--- config.mk ---
export PLATFORM = sky130hd
export DESIGN_NAME = txb_burst_reader
export DESIGN_NICKNAME = d
export VERILOG_FILES = /design/src/rtl/txb_pkg.sv /design/src/rtl/txb_fill_gate.sv /design/src/rtl/txb_beat_ctr.sv /design/src/rtl/txb_sector_ctr.sv /design/src/rtl/txb_out_stage.sv /design/src/rtl/txb_burst_reader.sv
export SDC_FILE = /design/constraint.sdc
export NUM_CORES = 1
export LEC_CHECK = 0
export ABC_AREA = 1
export BUFFER_PORTS_ARGS = -buffer_cell sky130_fd_sc_hd__buf_2
export CORE_AREA = 10 10 112 114
export CTS_CLUSTER_DIAMETER = 80
export DETAILED_ROUTE_END_ITERATION = 10
export DIE_AREA = 0 0 122 124
export PLACE_DENSITY = 0.83
export SETUP_SLACK_MARGIN = 0.1
export SLEW_MARGIN = 5
export SYNTH_ARGS = -nofsm -noshare
export SYNTH_HDL_FRONTEND = slang
export SYNTH_SLANG_ARGS = --single-unit
--- constraint.sdc ---
create_clock -name clk -period 2.1 [get_ports clk]
set_clock_uncertainty 0.2 [all_clocks]
set_input_delay 0.315 -clock clk [delete_from_list [all_inputs] [get_ports clk]]
set_output_delay 0.315 -clock clk [all_outputs]
set_load 0.05 [all_outputs]
--- src/rtl/txb_pkg.sv ---
package txb_pkg;

  typedef enum logic [1:0] {
    TXB_IDLE  = 2'd0,
    TXB_WAIT  = 2'd1,
    TXB_BURST = 2'd2,
    TXB_TAIL  = 2'd3
  } txb_state_e;

endpackage

--- src/rtl/txb_fill_gate.sv ---
module txb_fill_gate #(
  parameter int CNT_W  = 16,
  parameter int BEAT_W = 5
) (
  input  logic [CNT_W-1:0] fifo_count,
  input  logic             down_ready,
  output logic             start_ok
);

  logic full_burst_stored;

  // A power-of-two burst is stored exactly when any bit above the burst index is set.
  assign full_burst_stored = |fifo_count[CNT_W-1:BEAT_W];
  assign start_ok          = full_burst_stored && down_ready;

endmodule

--- src/rtl/txb_beat_ctr.sv ---
module txb_beat_ctr #(
  parameter int BURST_BEATS = 32,
  localparam int BEAT_W     = $clog2(BURST_BEATS)
) (
  input  logic clk,
  input  logic rst_n,
  input  logic run,
  output logic last
);

  logic [BEAT_W-1:0] beat_idx;

  assign last = run && (beat_idx == BEAT_W'(BURST_BEATS - 1));

  always_ff @(posedge clk) begin
    if (!rst_n) begin
      beat_idx <= '0;
    end else if (run) begin
      beat_idx <= last ? '0 : beat_idx + 1'b1;
    end
  end

  // a burst never ends early
  assert_burst_hold_R3: assert property (@(posedge clk) disable iff (!rst_n)
    (run && !last) |=> run);

  // the read enable drops right after the final request
  assert_burst_stop_R3: assert property (@(posedge clk) disable iff (!rst_n)
    (run && last) |=> !run);

endmodule

--- src/rtl/txb_sector_ctr.sv ---
module txb_sector_ctr #(
  parameter int LEN_W = 32
) (
  input  logic             clk,
  input  logic             rst_n,
  input  logic             load,
  input  logic [LEN_W-1:0] load_val,
  input  logic             dec,
  output logic             rem_one
);

  logic [LEN_W-1:0] remaining;

  assign rem_one = (remaining == LEN_W'(1));

  always_ff @(posedge clk) begin
    if (!rst_n) begin
      remaining <= '0;
    end else if (load) begin
      remaining <= load_val;
    end else if (dec) begin
      remaining <= remaining - 1'b1;
    end
  end

  // the sector count never wraps below zero
  assert_no_underflow_R6: assert property (@(posedge clk) disable iff (!rst_n)
    dec |-> (remaining != '0));

endmodule

--- src/rtl/txb_out_stage.sv ---
module txb_out_stage #(
  parameter int DATA_W = 128
) (
  input  logic              clk,
  input  logic              rst_n,
  input  logic              rd_en,
  input  logic [DATA_W-1:0] rd_data,
  output logic              out_valid,
  output logic [DATA_W-1:0] out_data
);

  logic beat_pending;

  always_ff @(posedge clk) begin
    if (!rst_n) beat_pending <= 1'b0;
    else        beat_pending <= rd_en;
  end

  assign out_valid = beat_pending;
  assign out_data  = beat_pending ? rd_data : '0;

endmodule

--- src/rtl/txb_burst_reader.sv ---
module txb_burst_reader
  import txb_pkg::*;
#(
  parameter int DATA_W      = 128,
  parameter int CNT_W       = 16,
  parameter int BURST_BEATS = 32,
  parameter int LEN_W       = 32
) (
  input  logic              clk,
  input  logic              rst_n,
  input  logic              cmd_start,
  input  logic [LEN_W-1:0]  cmd_sectors,
  output logic              busy,
  input  logic [CNT_W-1:0]  fifo_count,
  input  logic              fifo_empty,
  output logic              fifo_rd_en,
  input  logic [DATA_W-1:0] fifo_rd_data,
  output logic              out_valid,
  output logic [DATA_W-1:0] out_data,
  input  logic              out_ready
);

  localparam int BEAT_W = $clog2(BURST_BEATS);

  txb_state_e state, state_nx;
  logic       start_ok;
  logic       burst_last;
  logic       rem_one;
  logic       cmd_take;
  logic       sector_done;

  assign cmd_take    = (state == TXB_IDLE) && cmd_start && (cmd_sectors != '0);
  assign sector_done = burst_last;
  assign fifo_rd_en  = (state == TXB_BURST);
  assign busy        = (state != TXB_IDLE);

  txb_fill_gate #(.CNT_W(CNT_W), .BEAT_W(BEAT_W)) u_gate (
    .fifo_count (fifo_count),
    .down_ready (out_ready),
    .start_ok   (start_ok)
  );

  txb_beat_ctr #(.BURST_BEATS(BURST_BEATS)) u_beats (
    .clk   (clk),
    .rst_n (rst_n),
    .run   (fifo_rd_en),
    .last  (burst_last)
  );

  txb_sector_ctr #(.LEN_W(LEN_W)) u_sectors (
    .clk      (clk),
    .rst_n    (rst_n),
    .load     (cmd_take),
    .load_val (cmd_sectors),
    .dec      (sector_done),
    .rem_one  (rem_one)
  );

  txb_out_stage #(.DATA_W(DATA_W)) u_out (
    .clk       (clk),
    .rst_n     (rst_n),
    .rd_en     (fifo_rd_en),
    .rd_data   (fifo_rd_data),
    .out_valid (out_valid),
    .out_data  (out_data)
  );

  always_comb begin
    state_nx = state;
    unique case (state)
      TXB_IDLE:  if (cmd_take) state_nx = TXB_WAIT;
      TXB_WAIT:  if (start_ok) state_nx = TXB_BURST;
      TXB_BURST: if (burst_last) state_nx = rem_one ? TXB_TAIL : TXB_WAIT;
      TXB_TAIL:  state_nx = TXB_IDLE;
      default:   state_nx = TXB_IDLE;
    endcase
  end

  always_ff @(posedge clk) begin
    if (!rst_n) state <= TXB_IDLE;
    else        state <= state_nx;
  end

  // a burst begins only after a cycle with a full burst stored and ready high
  assert_start_gated_R2: assert property (@(posedge clk) disable iff (!rst_n)
    $rose(fifo_rd_en) |-> $past((fifo_count >= CNT_W'(BURST_BEATS)) && out_ready));

  // the bit-slice gate agrees with a plain magnitude compare
  assert_gate_count_R2: assert property (@(posedge clk) disable iff (!rst_n)
    start_ok |-> (fifo_count >= CNT_W'(BURST_BEATS)));

  // the empty flag cannot hold off a burst the count allows
  assert_empty_ignored_R7: assert property (@(posedge clk) disable iff (!rst_n)
    (state == TXB_WAIT && start_ok && fifo_empty) |=> fifo_rd_en);

  // busy falls only right after a forwarded beat
  assert_busy_end_R6: assert property (@(posedge clk) disable iff (!rst_n)
    $fell(busy) |-> $past(out_valid));

  // a zero-length command leaves the block idle
  assert_zero_len_R8: assert property (@(posedge clk) disable iff (!rst_n)
    (!busy && cmd_start && cmd_sectors == '0) |=> !busy);

endmodule

==> impl_metrics.ini, run 1 <==
[final_layout]
regArea_um2 = 807
area_delta_synth_final_pct = 53.4
nNetsFinal = 1343
drive_above_1_share = 0.341
finish.instance_area_um2 = 6360
multi_input_area_um2 = 2540
fillers = 1073
layout.cells.non_filler = 1299

[logic_synthesis]
synth_area_um2 = 4150
syn_inst = 843
ys_types = 24
post-synth-top-count-cell = nand2_1
synth_fp_nets = 1028
async_reset_ff_frac = 0
ys_warn_count = 0
synth_edf_count = 0
synth_top_area_share = 0.251
synth_ff_type = dfxtp_1
yosys.area.top_type = nand2_1
ys_seq_elements = 40
synth_area_leaders = nand2_1, dfxtp_1, inv_1, nand3_1, nor2_1
ys_seq_area_frac = 0.193
synth_area_per_cell_um2 = 4.92
ys_top_cells_by_count = nand2_1, inv_1, nor2_1

[routing]
post_drt_wl_per_cell_um = 19.0
wl_um = 24600
drt_pass1_iterations = 6
viasPerCell = 4.89
drtAntennaViolNets = 0
dr_total_vias = 6355
drt_iter0_drc = 798
drcViolationCount = 0

[setup_path]
path_class = reg -> reg
reg2reg_to = u_sectors.remaining[1]
endpoint_kind = register
arrival_ns = 2.08
worstPathMaxFanout = 5
r2r_start = u_beats.beat_idx[0]
r2r_slack_ns = 0.07
critPathRequiredTime_ns = 2.16
ff2ff_path_depth = 12
cp-startpoint = u_beats.beat_idx[0]
cp-start-kind = register

[timing]
hold_viol = 0
max_clock_freq_mhz = 493
min_period_over_period = 0.965
rsz0062_at_grt = true
layout_setup_ws_ns = 0.0736
setup_viol = 0
slew_viol_final = 0
period_needed_ns = 2.03
tightest_slew_ns = 0.366
slew_headroom = 0.755
tns_ns = 0

[clocking]
numClockSinks = 40
numCtsBuffers = 5
cts.path.max_buffers = 2
clk_latency_ns = 0.31
cts.clk_slew.worst_paths_ns = 0.10
tritoncts = built
htree_levels = 2
cts_root_buf = clkbuf_8

[pwr]
irDropWorstVdd_v = 0.000359
p_leak_nw = 4.58
power_density_nw_per_um2 = 604
total_power_mw = 3.84

[global_routing]
grt_pass1_wl_um = 33200
grt_pass1_vias = 5625
track_usage = 0.290
grt_max_degree = 86
globalRouteOverflowTotal = 0
antenna_found_initial = 4

[outcome]
status = completed

[job]
cap_viol_max_count = 0

[hold_path]
hold_class = in -> reg
hold_start = cmd_sectors[0]
min_to = u_sectors.remaining[0]
hold_depth = 3

[placed_design]
placed_area_um2 = 5930
dp_hpwl_um = 20600
place_congestion = 1.11
port_buffers = 305
dpl.cell_count = 1278
place_ws_ns = 0.0117

[floorplanning]
die_y_um = 124
die_w_um = 122
std_cell_rows = 37
die_area_um2 = 15100
io_pins = 312
coreArea_um2 = 10200
start_util = 0.405
cell usage in the layout (no fill, tap or decap), drive strengths merged, types with 3 or more instances in the layout:
cell type and n:
nand2 278, o21ai 13, nor2 130, buf 327, clkbuf 19, dfxtp 40, a21oi 20, inv 209
nand3 98, nor3 4, diode 4, ha 4, xor2 3, nand4 7
logic make-up after synthesis:
logic type               synth area share
AO/OA/AOI/OAI                      0.0480
flip-flops                          0.193
adder cells (fa/ha/maj)            0.0121
buffers and inverters               0.226
XOR/XNOR                          0.00634
AND/OR/NAND/NOR                     0.515
per-layer routing:
layer,wire [um],track usage
met1,9790,0.391
met5,0,0
met4,573,0.0790
met3,4280,0.143
met2,9990,0.395
worst max-delay path, stage by stage (launching register included):
cell,delay (ns)
dfxtp_2,0.37
ha_4,0.14
inv_2,0.04
nor3_2,0.11
ha_2,0.21
inv_2,0.04
nor2_4,0.15
clkinvlp_4,0.12
buf_6,0.16
or2_4,0.23
nand2_2,0.06
inv_2,0.04
a21oi_2,0.12
cell type report:
| class | count | share of cell area |
|---|---|---|
| clock buffers | 6 | 0.0130 |
| well taps | 136 | 0.0268 |
| clock inverters | 2 | 0.00216 |
| repair buffers | 340 | 0.307 |
| inverters | 209 | 0.124 |
| flip-flops and latches | 40 | 0.127 |
| multi-input cells | 562 | 0.399 |
| diodes | 4 | 0.00157 |
sequential cells by signal, indices dropped and copies added, names as in the netlist:
name and flops:
u_out.out_valid 1, u_sectors.remaining 32, state 2, u_beats.beat_idx 5
where the power goes:
part | internal [mW] | leakage [nW] | switching, mW
clock network | 0.268 | 0.0478 | 0.332
logic | 0.690 | 4.20 | 1.62
registers | 0.834 | 0.329 | 0.0974
total | 1.79 | 4.58 | 2.05
stage by stage:
| stage | utilization | hold slack [ns] |
|---|---|---|
| floorplan | - | 0.250 |
| global placement | 0.579 | 0.259 |
| detailed placement | 0.579 | 0.275 |
| CTS | 0.599 | 0.153 |
| global route | 0.621 | 0.171 |
| finish | 0.622 | 0.148 |
repair_timing:
action / 4_1_cts / 5_1_grt
hold buffers: 0 / 0
setup endpoints to repair: 28 / 104
resized for setup: 25 / 49
pin swaps: 12 / 11
buffers inserted: 3 / 3
gates cloned: 0 / 3
worst max-delay path by stage:
stage / slack (ns) / cells after the start / end
after floorplan: 0.13 / 4 / out_data[80]
after global placement: 0.06 / 11 / u_sectors.remaining[1]
after detailed placement: 0.01 / 11 / u_sectors.remaining[19]
after CTS: 0.06 / 12 / u_sectors.remaining[30]
after global routing: 0.003 / 12 / u_sectors.remaining[1]
final: 0.07 / 12 / u_sectors.remaining[1]
Power figures use the tool's default switching activity.
==> run 2, diff against run 1 <==
- CORE_AREA: 10 10 112 114 -> 10 10 124 126
- DIE_AREA: 0 0 122 124 -> 0 0 134 136
- PLACE_DENSITY: 0.83 -> 0.7
==> run 2 against run 1 <==
- non-clock buffer count increased by 9
- first-iteration DRC count decreased by 23%
- maximum frequency is 3.3% higher
- critical path depth stayed put
- global-route usage is 5.6 points lower
- worst setup slack better by 0.065 ns
- clock power rose by 70%
- register-to-register slack gained 0.06 ns
- hold slack better by 0.0086 ns
- total power up 12%
- clock-buffer cell count is the same
- core utilization down 11 points
==> impl_metrics.ini, run 2 (synthesized netlist as in run 1, its figures left out) <==
[pwr]
irDropWorstVdd_v = 0.000465
pwr-share-comb = 0.548
clkPwrFrac = 0.237
swShare = 0.475
power_frac_seq = 0.215
power.switching_mw = 2.04
p_leak_nw = 4.67
power_density_nw_per_um2 = 652
total_power_mw = 4.31
power.internal_mw = 2.26

[routing]
wl_um = 23500
viasPerCell = 4.58
drcViolationCount = 0
drt_iter0_drc = 612
post_drt_wl_per_cell_um = 17.4
dr_total_vias = 6156
drtAntennaViolNets = 0
drt_pass1_iterations = 5

[setup_path]
ff2ff_path_depth = 12
r2r_slack_ns = 0.14
path_buf_inv = 5
cp_cell_sequence = ha_4 > inv_1 > nor3_2 > ha_2 > inv_1 > nor2_4 > buf_8 > buf_12 > nand3_1 > nand2_1 > inv_1 > a21oi_1
reg2reg_to = u_sectors.remaining[15]
endpoint_kind = register
arrival_ns = 1.98
cp-start-kind = register
worstPathMaxFanout = 5
worst_path_largest_cell_delay_ns = 0.36
crit_top_cell = inv_1
path_class = reg -> reg
crit_family = buffers and inverters
slowest_stage = dfxtp_2
critPathRequiredTime_ns = 2.12
r2r_start = u_beats.beat_idx[0]

[global_routing]
globalRouteOverflowTotal = 0
track_usage = 0.233
grt-busiest-layer = met2
met3_usage = 0.0819
grt_pass1_vias = 5545
grt_pass1_wl_um = 33100
grt_use_met2 = 0.364
antenna_found_initial = 1
grtUsageMet1 = 0.309
grt_max_degree = 27

[final_layout]
reg_top3 = u_sectors.remaining x32, u_beats.beat_idx x5, state x2
fillers = 1425
final_common_cell = nand2_1
regArea_um2 = 807
nNetsFinal = 1352
largest_reg_flops = 32
area_delta_synth_final_pct = 59.4
multi_input_area_um2 = 2470
regMostFlops = u_sectors.remaining
layout_common_cells = nand2_1, buf_2, inv_1
finish.instance_area_um2 = 6610
drive_above_1_share = 0.333

[hold_path]
min_to = u_sectors.remaining[0]
hold_depth = 3
hold_start = cmd_sectors[0]
hold_class = in -> reg

[timing]
hold_slack_ns = 0.156
slew_viol_final = 0
slew_headroom = 0.669
hold_viol = 0
rsz0062_at_grt = true
layout_setup_ws_ns = 0.138
tightest_slew_ns = 0.495
period_needed_ns = 1.96
setup_viol = 0
min_period_over_period = 0.934
max_clock_freq_mhz = 510
tns_ns = 0

[clocking]
htree_levels = 2
numCtsBuffers = 5
hold_buffers = 0
cts.path.max_buffers = 2
tritoncts = built
numClockSinks = 40
clk_latency_ns = 0.29
cts_root_buf = clkbuf_16
cts.clk_slew.worst_paths_ns = 0.07

[placed_design]
port_buffers = 305
placed_area_um2 = 6090
dp_hpwl_um = 19700
place_ws_ns = 0.0635
place_congestion = 1.02

[floorplanning]
start_util = 0.319
std_cell_rows = 42
die_area_um2 = 18200
die_y_um = 136
io_pins = 312
coreArea_um2 = 13000
die_w_um = 134

[job]
cap_viol_max_count = 0

[outcome]
status = completed
run 2: cell count changes in the layout (fill, tap and decap cells not counted), sizes merged:
cell / delta
diode: -3
buf: +14
clkinvlp: -2
bufinv: +2
clkbuf: -6
bufbuf: +1
run 2: worst max path at each step:
stage / depth (start not counted) / slack (ns) / start / to
floorplan: 4 / 0.13 / u_out.out_valid / out_data[80]
global placement: 11 / 0.1 / u_beats.beat_idx[1] / u_sectors.remaining[1]
detailed placement: 11 / 0.06 / u_beats.beat_idx[1] / u_sectors.remaining[1]
CTS: 5 / 0.06 / u_out.out_valid / out_data[75]
global route: 12 / 0.05 / u_beats.beat_idx[1] / u_sectors.remaining[15]
finish: 12 / 0.14 / u_beats.beat_idx[0] / u_sectors.remaining[15]
run 2: cell type report:
| cell class | instances | share of cell area |
|---|---|---|
| Multi-Input combinational cell | 562 | 0.374 |
| Timing Repair Buffer | 349 | 0.322 |
| Tap cell | 176 | 0.0333 |
| Inverter | 209 | 0.119 |
| Clock inverter | 2 | 0.00909 |
| Antenna cell | 1 | 0.000379 |
| Clock buffer | 6 | 0.0195 |
| Sequential cell | 40 | 0.122 |
run 2: through the flow:
step                      instances  utilization
final                          1345        0.509
after detailed placement       1328        0.469
after CTS                      1337        0.493
after floorplan                 843            -
after global routing           1344        0.509
after global placement         1328        0.469
run 2: power groups by stage:
stage / sequential (mW) / clock, mW / combinational (mW)
after floorplan: 0.915 / 0 / 1.45
after global placement: 0.937 / 0 / 2.20
after detailed placement: 0.938 / 0 / 2.22
after CTS: 0.922 / 1.02 / 2.26
after global routing: 0.938 / 1.07 / 2.54
final: 0.926 / 1.02 / 2.36
run 2: routing by layer:
metal / up-vias / routed length, um
li1: 3113 / -
met1: 2657 / 9660
met2: 361 / 10500
met3: 25 / 2910
met4: 0 / 392
met5: - / 0
run 2: worst reg2reg max path: stages (launching register included):
cell     delay, ns
dfxtp_2       0.36
ha_4          0.14
inv_1         0.05
nor3_2        0.14
ha_2          0.20
inv_1         0.06
nor2_4        0.13
buf_8         0.17
buf_12        0.13
nand3_1       0.11
nand2_1       0.08
inv_1         0.04
a21oi_1       0.10
run 2: repair_timing:
action                     in CTS  in global routing
gates cloned                    1                  3
resized for setup              37                 32
setup endpoints to repair      66                119
hold endpoints to repair        0                  0
setup buffers                   0                  4
pin swaps                       0                  4
==> run 3, diff against run 2 <==
- CORE_AREA: 10 10 124 126 -> 10 10 137 114
- DIE_AREA: 0 0 134 136 -> 0 0 147 124
==> run 3 against run 2 <==
- critical path depth down 8
- cell count fell by 1.6%
- hold slack gained 0.0073 ns
- total power decreased by 4.9%
- largest cell class unchanged
- critical path type is now reg -> out
- critical endpoint is now out_data[52]
==> impl_metrics.ini, run 3 (synthesized netlist as in run 1, its figures left out) <==
[outcome]
status = completed

[global_routing]
antenna_found_initial = 2
grt_max_degree = 46
globalRouteOverflowTotal = 0
grt_pass1_wl_um = 34300
grt_pass1_vias = 5526
track_usage = 0.247

[final_layout]
layout_common_cells = buf_2, nand2_1, inv_1
final_common_cell = buf_2
regMostFlops = u_sectors.remaining
reg_top3 = u_sectors.remaining x32, u_beats.beat_idx x5, state x2
area_delta_synth_final_pct = 51.2
post-route-util = 0.492
antenna_cells = 0
multi_input_area_um2 = 2470
largest_reg_flops = 32
regArea_um2 = 807
nNetsFinal = 1332
fillers = 1443
drive_above_1_share = 0.322

[timing]
period_needed_ns = 1.95
hold_viol = 0
min_period_over_period = 0.930
slew_headroom = 0.736
tightest_slew_ns = 0.394
rsz0062_at_grt = true
setup_viol = 0
layout_setup_ws_ns = 0.148
max_clock_freq_mhz = 512
slew_viol_final = 0
tns_ns = 0

[floorplanning]
start_util = 0.326
die_area_um2 = 18200
io_pins = 312
die_w_um = 147
coreArea_um2 = 12700
die_y_um = 124
std_cell_rows = 37

[setup_path]
arrival_ns = 1.44
cp-start-kind = register
path_class = reg -> out
worst_path_largest_cell_delay_ns = 0.46
crit_family = buffers and inverters
critPathRequiredTime_ns = 1.58
r2r_slack_ns = 0.16
slowest_stage = dfxtp_4
reg2reg_to = u_sectors.remaining[1]
r2r_start = u_beats.beat_idx[1]
path_buf_inv = 3
cp_cell_sequence = buf_12 > nand2_1 > inv_1 > buf_2
endpoint_kind = output pin
ff2ff_path_depth = 11
worstPathMaxFanout = 31

[routing]
post_drt_wl_per_cell_um = 18.5
viasPerCell = 4.52
drcViolationCount = 0
wl_um = 24500
dr_total_vias = 5975
drtAntennaViolNets = 0
drt_iter0_drc = 460
drt_pass1_iterations = 5

[clocking]
htree_levels = 2
cts.path.max_buffers = 2
clk_latency_ns = 0.30
cts.clk_slew.worst_paths_ns = 0.06
hold_buffers = 0
tritoncts = built
cts_root_buf = clkbuf_16
numCtsBuffers = 5
numClockSinks = 40

[hold_path]
hold_class = in -> reg
hold_depth = 3
min_to = state[0]
hold_start = rst_n

[pwr]
power_frac_seq = 0.228
p_leak_nw = 4.55
power_density_nw_per_um2 = 653
swShare = 0.499
power.switching_mw = 2.04
clkPwrFrac = 0.221
power.internal_mw = 2.05
pwr-share-comb = 0.552
irDropWorstVdd_v = 0.000387

[placed_design]
dp_hpwl_um = 21400
port_buffers = 305
place_ws_ns = 0.0486
place_congestion = 1.02

[job]
cap_viol_max_count = 0
run 3: cell types whose count changed in the layout (fill, tap and decap cells not counted), moves of 2 or more:
| cell | delta |
|---|---|
| a21oi_1 | -2 |
| a21oi_2 | +2 |
| buf_2 | +39 |
| buf_4 | -52 |
| buf_6 | +2 |
| bufinv_16 | -2 |
| clkbuf_4 | -4 |
| inv_1 | +2 |
| inv_2 | -2 |
| o21ai_0 | +2 |
| o21ai_1 | -2 |
run 3: metal layers:
layer	up-vias	track usage	routed length, um
met5	-	0	13
met4	2	0.0748	512
met3	25	0.0642	2310
met2	281	0.421	12000
met1	2597	0.301	9680
li1	3070	-	-
run 3: what timing repair did:
action                     in CTS  in global routing
cloned                          0                  1
resized for setup               5                 22
setup buffers                   0                  0
setup endpoints to repair      19                 33
pin swaps                       0                  3
run 3: metrics by stage:
stage / hold WS [ns] / power [mW] / area [um^2] / std cells
detailed placement: 0.265 / 3.14 / 5990 / 1314
global route: 0.177 / 4.35 / 6270 / 1323
finish: 0.164 / 4.09 / 6270 / 1323
global placement: 0.262 / 3.13 / 5990 / 1314
CTS: 0.155 / 4.04 / 6180 / 1322
floorplan: 0.250 / 2.37 / 4150 / 843
run 3: final cells by class:
class | instances | area share
Clock inverter | 1 | 0.00140
Sequential cell | 40 | 0.129
Tap cell | 175 | 0.0349
Inverter | 209 | 0.126
Timing Repair Buffer | 329 | 0.289
Clock buffer | 7 | 0.0262
Multi-Input combinational cell | 562 | 0.394
run 3: how the worst max path moves through the flow:
stage / startpoint / end / slack (ns) / cells after the start
detailed placement: u_beats.beat_idx[1] / u_sectors.remaining[1] / 0.05 / 11
floorplan: u_out.out_valid / out_data[80] / 0.13 / 4
CTS: u_beats.beat_idx[1] / u_sectors.remaining[1] / 0.13 / 11
finish: u_out.out_valid / out_data[52] / 0.15 / 4
global placement: u_beats.beat_idx[1] / u_sectors.remaining[21] / 0.07 / 11
global route: u_beats.beat_idx[1] / u_sectors.remaining[1] / 0.003 / 11
run 3: power by group through the flow:
stage	Sequential, mW	Clock, mW	Combinational [mW]
after floorplan	0.915	0	1.45
after global placement	0.940	0	2.19
after detailed placement	0.941	0	2.19
after CTS	0.925	0.911	2.20
after global routing	0.943	0.935	2.47
final	0.932	0.904	2.26
run 3: tightest hold or removal path, stage by stage:
cell and delay [ns]:
buf_2 0.18, nand2_1 0.09, inv_1 0.03
